`config.mk`:
```
export PLATFORM = sky130hd
export DESIGN_NAME = flash_busy_status
export DESIGN_NICKNAME = d
export VERILOG_FILES = /design/src/rtl/fbs_pkg.sv /design/src/rtl/fbs_timer.sv /design/src/rtl/fbs_rd_detect.sv /design/src/rtl/fbs_status_mux.sv /design/src/rtl/flash_busy_status.sv
export SDC_FILE = /design/constraint.sdc
export NUM_CORES = 1
export LEC_CHECK = 0
export BUFFER_PORTS_ARGS = -buffer_cell sky130_fd_sc_hd__buf_2
export CORE_ASPECT_RATIO = 0.6
export CORE_UTILIZATION = 30
export DETAILED_ROUTE_END_ITERATION = 16
export PLACE_DENSITY = 0.52
export SETUP_SLACK_MARGIN = 0.4
export SYNTH_ARGS = -nofsm -noshare
export SYNTH_HDL_FRONTEND = slang
export SYNTH_SLANG_ARGS = --single-unit
```
`constraint.sdc`:
```
create_clock -name clk -period 6.05 [get_ports clk]
set_clock_uncertainty 0.2 [all_clocks]
set_input_delay 0.3025 -clock clk [delete_from_list [all_inputs] [get_ports clk]]
set_output_delay 0.3025 -clock clk [all_outputs]
set_load 0.01 [all_outputs]
```
`src/rtl/fbs_pkg.sv`:
```
package fbs_pkg;

    typedef enum logic [1:0] {
        OP_PROG       = 2'b00,
        OP_BLK_ERASE  = 2'b01,
        OP_CHIP_ERASE = 2'b10,
        OP_ERASE_ALT  = 2'b11
    } op_e;

    function automatic logic op_is_prog(input logic [1:0] op);
        return op == OP_PROG;
    endfunction

endpackage

```
`src/rtl/fbs_timer.sv`:
```
module fbs_timer #(
    parameter int PROG_CYCLES  = 750,
    parameter int ERASE_CYCLES = 2000000
) (
    input  logic       clk,
    input  logic       rst_n,
    input  logic       start_i,
    input  logic [1:0] op_i,
    input  logic       data7_i,
    output logic       busy_o,
    output logic       done_o,
    output logic       prog_o,
    output logic       d7_o,
    output logic       launch_o
);
    import fbs_pkg::*;

    localparam int MAXC = (PROG_CYCLES > ERASE_CYCLES) ? PROG_CYCLES : ERASE_CYCLES;
    localparam int CW   = $clog2(MAXC + 1);
    localparam logic [CW-1:0] PROG_LOAD  = CW'(PROG_CYCLES - 1);
    localparam logic [CW-1:0] ERASE_LOAD = CW'(ERASE_CYCLES - 1);

    typedef struct packed {
        logic          busy;
        logic          done;
        logic          prog;
        logic          d7;
        logic [CW-1:0] cnt;
    } tmr_t;

    tmr_t s_d, s_q;
    logic launch;

    always_comb begin
        s_d      = s_q;
        s_d.done = 1'b0;
        launch   = start_i && !s_q.busy;
        if (s_q.busy) begin
            if (s_q.cnt == '0) begin
                s_d.busy = 1'b0;
                s_d.done = 1'b1;
            end else begin
                s_d.cnt = s_q.cnt - 1'b1;
            end
        end else if (launch) begin
            s_d.busy = 1'b1;
            s_d.prog = op_is_prog(op_i);
            s_d.d7   = data7_i;
            s_d.cnt  = op_is_prog(op_i) ? PROG_LOAD : ERASE_LOAD;
        end
    end

    always_ff @(posedge clk) begin
        if (!rst_n) s_q <= '0;
        else        s_q <= s_d;
    end

    assign busy_o   = s_q.busy;
    assign done_o   = s_q.done;
    assign prog_o   = s_q.prog;
    assign d7_o     = s_q.d7;
    assign launch_o = launch;

    a_r3_done_single: assert property (@(posedge clk) disable iff (!rst_n)
        s_q.done |=> !s_q.done);
    a_r3_done_after_busy: assert property (@(posedge clk) disable iff (!rst_n)
        $rose(s_q.done) |-> !s_q.busy && $past(s_q.busy));
    a_r2_count_down: assert property (@(posedge clk) disable iff (!rst_n)
        (s_q.busy && s_q.cnt != '0) |=> s_q.busy && (s_q.cnt == $past(s_q.cnt) - 1'b1));
    a_r4_start_ignored: assert property (@(posedge clk) disable iff (!rst_n)
        (s_q.busy && start_i) |=> $stable(s_q.prog) && $stable(s_q.d7));

endmodule

```
`src/rtl/fbs_rd_detect.sv`:
```
module fbs_rd_detect (
    input  logic clk,
    input  logic rst_n,
    input  logic ce_n_i,
    input  logic oe_n_i,
    output logic rd_o,
    output logic rise_o
);
    typedef struct packed {
        logic prev;
    } rd_t;

    rd_t s_d, s_q;
    logic rd_now;

    always_comb begin
        rd_now    = !ce_n_i && !oe_n_i;
        s_d.prev  = rd_now;
    end

    always_ff @(posedge clk) begin
        if (!rst_n) s_q <= '0;
        else        s_q <= s_d;
    end

    assign rd_o   = rd_now;
    assign rise_o = rd_now && !s_q.prev;

endmodule

```
`src/rtl/fbs_status_mux.sv`:
```
module fbs_status_mux #(
    parameter int DW = 8
) (
    input  logic          clk,
    input  logic          rst_n,
    input  logic          busy_i,
    input  logic          clear_i,
    input  logic          rd_i,
    input  logic          rise_i,
    input  logic          prog_i,
    input  logic          d7_i,
    input  logic [DW-1:0] arr_i,
    output logic [DW-1:0] dout_o
);
    localparam int LOW_W = DW - 2;

    typedef struct packed {
        logic          tog;
        logic [DW-1:0] dout;
    } mux_t;

    mux_t s_d, s_q;
    logic poll_bit;

    always_comb begin
        s_d = s_q;
        if (clear_i)
            s_d.tog = 1'b0;
        else if (busy_i && rise_i)
            s_d.tog = !s_q.tog;
        poll_bit = prog_i ? !d7_i : 1'b0;
        if (!rd_i)
            s_d.dout = '0;
        else if (busy_i)
            s_d.dout = {poll_bit, s_d.tog, {LOW_W{1'b0}}};
        else
            s_d.dout = arr_i;
    end

    always_ff @(posedge clk) begin
        if (!rst_n) s_q <= '0;
        else        s_q <= s_d;
    end

    assign dout_o = s_q.dout;

    a_r5_no_read_zero: assert property (@(posedge clk) disable iff (!rst_n)
        !rd_i |=> s_q.dout == '0);
    a_r9_low_bits_zero: assert property (@(posedge clk) disable iff (!rst_n)
        (busy_i && rd_i) |=> s_q.dout[LOW_W-1:0] == '0);
    a_r6_prog_poll: assert property (@(posedge clk) disable iff (!rst_n)
        (busy_i && rd_i && prog_i) |=> s_q.dout[DW-1] == !$past(d7_i));
    a_r7_erase_poll: assert property (@(posedge clk) disable iff (!rst_n)
        (busy_i && rd_i && !prog_i) |=> !s_q.dout[DW-1]);
    a_r10_idle_pass: assert property (@(posedge clk) disable iff (!rst_n)
        (!busy_i && rd_i) |=> s_q.dout == $past(arr_i));
    a_r8_flip_on_read: assert property (@(posedge clk) disable iff (!rst_n)
        (busy_i && rise_i) |=> s_q.tog != $past(s_q.tog));

endmodule

```
`src/rtl/flash_busy_status.sv`:
```
module flash_busy_status #(
    parameter int PROG_CYCLES  = 750,
    parameter int ERASE_CYCLES = 2000000,
    parameter int DW           = 8
) (
    input  logic          clk,
    input  logic          rst_n,
    input  logic          start,
    input  logic [1:0]    op_kind,
    input  logic [DW-1:0] load_data,
    input  logic          ce_n,
    input  logic          oe_n,
    input  logic [DW-1:0] array_rdata,
    output logic [DW-1:0] dout,
    output logic          busy,
    output logic          done
);
    logic prog, d7, launch, rd, rise;

    fbs_timer #(
        .PROG_CYCLES (PROG_CYCLES),
        .ERASE_CYCLES(ERASE_CYCLES)
    ) u_timer (
        .clk     (clk),
        .rst_n   (rst_n),
        .start_i (start),
        .op_i    (op_kind),
        .data7_i (load_data[DW-1]),
        .busy_o  (busy),
        .done_o  (done),
        .prog_o  (prog),
        .d7_o    (d7),
        .launch_o(launch)
    );

    fbs_rd_detect u_rd (
        .clk   (clk),
        .rst_n (rst_n),
        .ce_n_i(ce_n),
        .oe_n_i(oe_n),
        .rd_o  (rd),
        .rise_o(rise)
    );

    fbs_status_mux #(.DW(DW)) u_mux (
        .clk    (clk),
        .rst_n  (rst_n),
        .busy_i (busy),
        .clear_i(launch),
        .rd_i   (rd),
        .rise_i (rise),
        .prog_i (prog),
        .d7_i   (d7),
        .arr_i  (array_rdata),
        .dout_o (dout)
    );

    a_r1_reset_quiet: assert property (@(posedge clk)
        !rst_n |=> !busy && !done && dout == '0);

endmodule

```
==> results.yml, run 1 <==
global_routing:
  grt_pass1_wl_um: 7600
  grt_overflow: 0
  antenna_found_initial: 0
  grt_pass1_vias: 1460
  track_usage_pct: 15.9
  grt_start_max_net_pins: 18
yosys:
  yosysWarnings: 0
  synth_area_per_cell_um2: 8.90
  ys_types: 48
  ys.flop_type: "dfxtp_1"
  synth_enable_flop_cells: 0
  synth_cells: 206
  netlist_area_um2: 1830
  ys_async_sr_fraction_pct: 0
  synth_nets: 231
  synth_seq_cells: 35
  ys_seq_area_share_pct: 38.2
clock_tree:
  cts_htree_levels: 2
  clock_tree.root_cell: "clkbuf_8"
  path_clk_slew_ns: 0.08
  numClockSinks: 35
  holdBufCountCts: 0
  clock_latency_ns: 0.29
  clock_path_buffers: 2
  postCtsSetupBuffers: 0
  cts-buffers-inserted: 5
  cts_resized: 0
  cts_tree: "yes"
final_layout:
  antennaDiodeCount: 0
  final_area_um2: 2090
  nets: 248
  fin_cells: 304
  area_growth_syn_to_layout_pct: 14.1
  final_common_cell: "dfxtp_1"
  layout_common_cells: "dfxtp_1 (35), buf_2 (25), a21oi_1 (21)"
  drive_gt1_share_pct: 21.9
placed_design:
  place_area_um2: 1960
  hpwlAfterDp_um: 3390
  place_inst: 295
  place_congestion: 0.804
  port_buffers: 25
setup_path:
  worstPathRequired_ns: 6.04
  critPathMaxStageDelay_ns: 0.79
  r2r_start: "u_timer.busy_o"
  crit_chain: "inv_1, nand2_1, nor2_1, o21a_1, o221a_2"
  crit_start: "u_timer.busy_o"
  end_kind: "register"
  worstSetupStartpointType: "register"
  cp_max_fo: 17
  crit_slowest_cell: "dfxtp_1"
  cp.arrival_ns: 2.50
  r2r_setup_slack_ns: 3.54
  worstSetupPathType: "reg -> reg"
route:
  routed_via_density: 5.32
  drc_errors: 0
  post_drt_wl_per_cell_um: 15.4
  drtPass1Iterations: 4
  ant_nets: 0
  wl_um: 4690
  dr.first_iter.drc_count: 70
  vias: 1617
worst_hold_path:
  hold_path.class: "in -> reg"
  hp-start: "array_rdata[4]"
power_and_ir_drop:
  p_leak_nw: 0.826
  power.density_nw_per_um2: 299
  vdd_ir_drop_max_uv: 105
sta:
  hold_viol: 0
  post-route-min-period_ns: 2.51
  timing.fmax_mhz: 398
  timing.setup.tns_ns: 0
  tightest_slew_ns: 0.739
  finalCritPeriodShare_pct: 41.5
  rsz0062_at_grt: "false"
  slew_violations: 0
  slew_headroom_pct: 50.7
  setup_viol: 0
floorplan:
  core_area_um2: 5730
  ios: 33
  die_h_um: 62.5
  start_util_pct: 32.0
  dieWidth_um: 103
  dieArea_um2: 6440
  rows: 21
flow_run:
  maxCapViolCount: 0
run_status:
  outcome: "finished, final reports clean"
-- critical path: cells and delay by family (launching register included) --
kind | cells | cell delay [ns]
buffers and inverters | 1 | 0.44
AND/OR/NAND/NOR | 2 | 0.55
flip-flops | 1 | 0.79
AO/OA/AOI/OAI | 2 | 0.43
-- where the power goes --
part           leakage, nW  switching [mW]  internal, mW
Sequential           0.287          0.0242         0.246
Clock               0.0612          0.0886         0.133
Combinational        0.478          0.0809        0.0512
-- routing by layer --
metal | part of all wire, % | GRT usage (%) | vias up
li1 | - | - | 798
met1 | 52 | 25.7 | 754
met2 | 38 | 18.8 | 59
met3 | 9.0 | 4.47 | 6
met4 | 1.0 | 5.63 | 0
met5 | 0 | 0 | -
-- cells in the mapped netlist, types with 4 or more instances --
cell	count	area share (%)
dfxtp_1	35	38
nor4_1	5	1.7
nor2_1	18	3.7
a21oi_1	21	5.7
nor3_1	7	1.9
inv_1	8	1.6
nor4_4	4	4.6
and2_1	6	2.0
clkbuf_1	6	1.2
o21ai_0	11	3.0
nand3_1	5	1.4
buf_4	9	3.7
nand2_1	9	1.8
or4_1	4	1.6
-- path summary, 6_finish.rpt --
| check | to | cells past startpoint |
|---|---|---|
| max | u_timer.s_q[10] | 5 |
| min | u_mux.dout_o[4] | 2 |
| max reg2reg | u_timer.s_q[10] | 5 |
| min reg2reg | u_timer.d7_o | 2 |
-- layout make-up --
class / count / area (um^2)
Multi-Input combinational cell: 147 / 1010
Tap cell: 80 / 100
Clock inverter: 2 / 35.0
Timing Repair Buffer: 26 / 135
Clock buffer: 6 / 82.6
Sequential cell: 35 / 701
Inverter: 8 / 30.0
Fill cell: 613 / 3640
-- per-stage QoR --
step                      util [%]  setup slack, ns  power (mW)  hold WS, ns
after global placement        34.3             3.54       0.405        0.246
after floorplan                  -             4.01       0.371        0.224
after detailed placement      34.3             3.54       0.405        0.262
after CTS                     36.3             3.51       0.628      0.00301
final                         36.5             3.54       0.624      0.00801
after global routing          36.5             3.40       0.659    0.0000172
-- logic make-up after synthesis --
| family | share of synthesized area, % |
|---|---|
| and+or+nand+nor | 28.7 |
| AOI/OAI and AO/OA | 23.0 |
| DFF | 38.2 |
| buffers and inverters | 6.83 |
| xor gates and xnor gates | 1.91 |
| adders and majority gates | 1.36 |
-- flip-flops by register name, summed over array words and instances (netlist names) --
signal          count
u_rd.s_q            1
u_mux.s_q           1
u_mux.dout_o        8
u_timer.busy_o      1
u_timer.prog_o      1
u_timer.done_o      1
u_timer.d7_o        1
u_timer.s_q        21
Power figures use the tool's default switching activity.
==> run 2: changes to the inputs <==
- clock period: 6.05 -> 2.4 ns (I/O delays scaled with it)
==> results.yml, run 2 (synthesis gave the netlist of run 1 again) <==
power_and_ir_drop:
  power.density_nw_per_um2: 667
  vdd_ir_drop_max_uv: 237
  pwr-share-clk_pct: 31.9
  p_comb_share_pct: 29.5
  intPower_mw: 1.21
  power_switching_mw: 0.564
  p_leak_nw: 1.07
  power_mw: 1.77
  seq_power_share_pct: 38.5
  p_sw_share_pct: 31.8
global_routing:
  grt_overflow: 0
  grt_pass1_wl_um: 8460
  track_usage_pct: 17.3
  grt_start_max_net_pins: 18
  antenna_found_initial: 0
  grt_pass1_vias: 1622
floorplan:
  die_h_um: 62.5
  start_util_pct: 32.0
  dieArea_um2: 6440
  dieWidth_um: 103
  rows: 21
  ios: 33
  core_area_um2: 5730
route:
  routed_via_density: 5.11
  dr.first_iter.drc_count: 130
  post_drt_wl_per_cell_um: 15.5
  wl_um: 5410
  vias: 1782
  drtPass1Iterations: 4
  drc_errors: 0
  ant_nets: 0
final_layout:
  layout_common_cells: "dfxtp_1 (27), buf_2 (25), buf_4 (25)"
  nets: 293
  antennaDiodeCount: 0
  area_growth_syn_to_layout_pct: 45.1
  largest_reg_flops: 21
  drive_gt1_share_pct: 42.0
  final_common_cell: "dfxtp_1"
  regMostFlops: "u_timer.s_q"
  n_fill_cell: 592
clock_tree:
  clock_latency_ns: 0.29
  cts_htree_levels: 2
  clock_path_buffers: 2
  path_clk_slew_ns: 0.08
  numClockSinks: 35
  cts-buffers-inserted: 5
  cts_tree: "yes"
  clock_tree.root_cell: "clkbuf_8"
setup_path:
  crit_chain: "inv_4, ha_4, or4b_4, nand3b_4, o21ai_4, buf_6, nor4_2, o31a_1"
  worstPathRequired_ns: 2.38
  cp.arrival_ns: 2.13
  r2r_setup_slack_ns: 0.25
  critPathMaxStageDelay_ns: 0.46
  r2r_start: "u_timer.s_q[0]"
  r2r_cells: 8
  crit_slowest_cell: "or4b_4"
  worstSetupPathType: "reg -> reg"
  rr_endpoint: "u_timer.s_q[9]"
  cp_max_fo: 6
  end_kind: "register"
  worstSetupStartpointType: "register"
placed_design:
  place_congestion: 0.769
  hpwlAfterDp_um: 3620
  port_buffers: 25
run_status:
  outcome: "finished, final reports clean"
worst_hold_path:
  worstHoldPathCells: 2
  hp-start: "rst_n"
  holdPathEnd: "u_timer.s_q[3]"
  hold_path.class: "in -> reg"
sta:
  post-route-min-period_ns: 2.15
  timing.fmax_mhz: 465
  finalCritPeriodShare_pct: 89.5
  slew_headroom_pct: 60.2
  rsz0062_at_grt: "true"
  timing.setup.tns_ns: 0
  tightest_slew_ns: 0.591
  slew_violations: 0
  setup_viol: 0
  hold_viol: 0
flow_run:
  maxCapViolCount: 0
[run 2: metal layers]
layer / vias up / track usage, % / share of wire, %
met2: 34 / 22.4 / 40
li1: 888 / - / -
met5: - / 0 / 0
met4: 0 / 3.70 / 0.59
met1: 853 / 27.9 / 55
met3: 7 / 4.25 / 3.9
[run 2: stage by stage]
| step | area [um^2] | setup slack [ns] | util (%) | hold slack, ns | cells |
|---|---|---|---|---|---|
| after floorplan | 1830 | 0.388 | - | 0.0417 | 206 |
| after global placement | 2050 | 0.171 | 35.9 | 0.120 | 307 |
| after detailed placement | 2050 | 0.170 | 35.9 | 0.123 | 307 |
| after CTS | 2450 | 0.278 | 42.7 | 0.0400 | 338 |
| after global routing | 2660 | 0.205 | 46.4 | 0.0477 | 349 |
| final | 2660 | 0.251 | 46.4 | 0.0497 | 349 |
[run 2: worst max path at each step]
| stage | start | end | slack (ns) |
|---|---|---|---|
| after floorplan | u_timer.s_q[0] | u_timer.s_q[9] | 0.39 |
| after detailed placement | u_timer.s_q[0] | u_timer.s_q[5] | 0.17 |
| after CTS | u_timer.s_q[0] | u_timer.s_q[5] | 0.28 |
| after global placement | u_timer.s_q[0] | u_timer.s_q[5] | 0.17 |
| final | u_timer.s_q[0] | u_timer.s_q[9] | 0.25 |
| after global routing | u_timer.s_q[0] | u_timer.s_q[9] | 0.20 |
[run 2: what timing repair did]
action                                  in CTS  in global routing
pin swaps                                    9                 14
cloned                                       1                  0
buffers inserted                             7                 11
hold buffers                                15                  0
endpoints found under the setup margin      20                 22
hold endpoints to repair                    12                  0
gates resized for setup                     14                 30
[run 2: critical path, delay by kind of cell, from the launching register on]
family | cells | cell delay (ns)
buffers and inverters | 2 | 0.21
and+or+nand+nor | 3 | 0.71
adders and majority gates | 1 | 0.11
AOI/OAI and AO/OA | 2 | 0.46
DFF | 1 | 0.34
[run 2: final cells by class]
cell class | instances | area [um^2] | share of cell area (%)
Timing Repair Buffer | 70 | 519 | 19.5
Inverter | 8 | 32.5 | 1.22
Sequential cell | 35 | 711 | 26.7
Multi-Input combinational cell | 148 | 1180 | 44.3
Clock inverter | 2 | 35.0 | 1.32
Tap cell | 80 | 100 | 3.76
Clock buffer | 6 | 82.6 | 3.11
[run 2: power groups by stage]
| stage | sequential, mW | combinational (mW) | clock (mW) |
|---|---|---|---|
| detailed placement | 0.686 | 0.366 | 0 |
| finish | 0.683 | 0.523 | 0.566 |
| global placement | 0.685 | 0.366 | 0 |
| floorplan | 0.675 | 0.261 | 0 |
| CTS | 0.674 | 0.430 | 0.566 |
| global route | 0.689 | 0.564 | 0.600 |
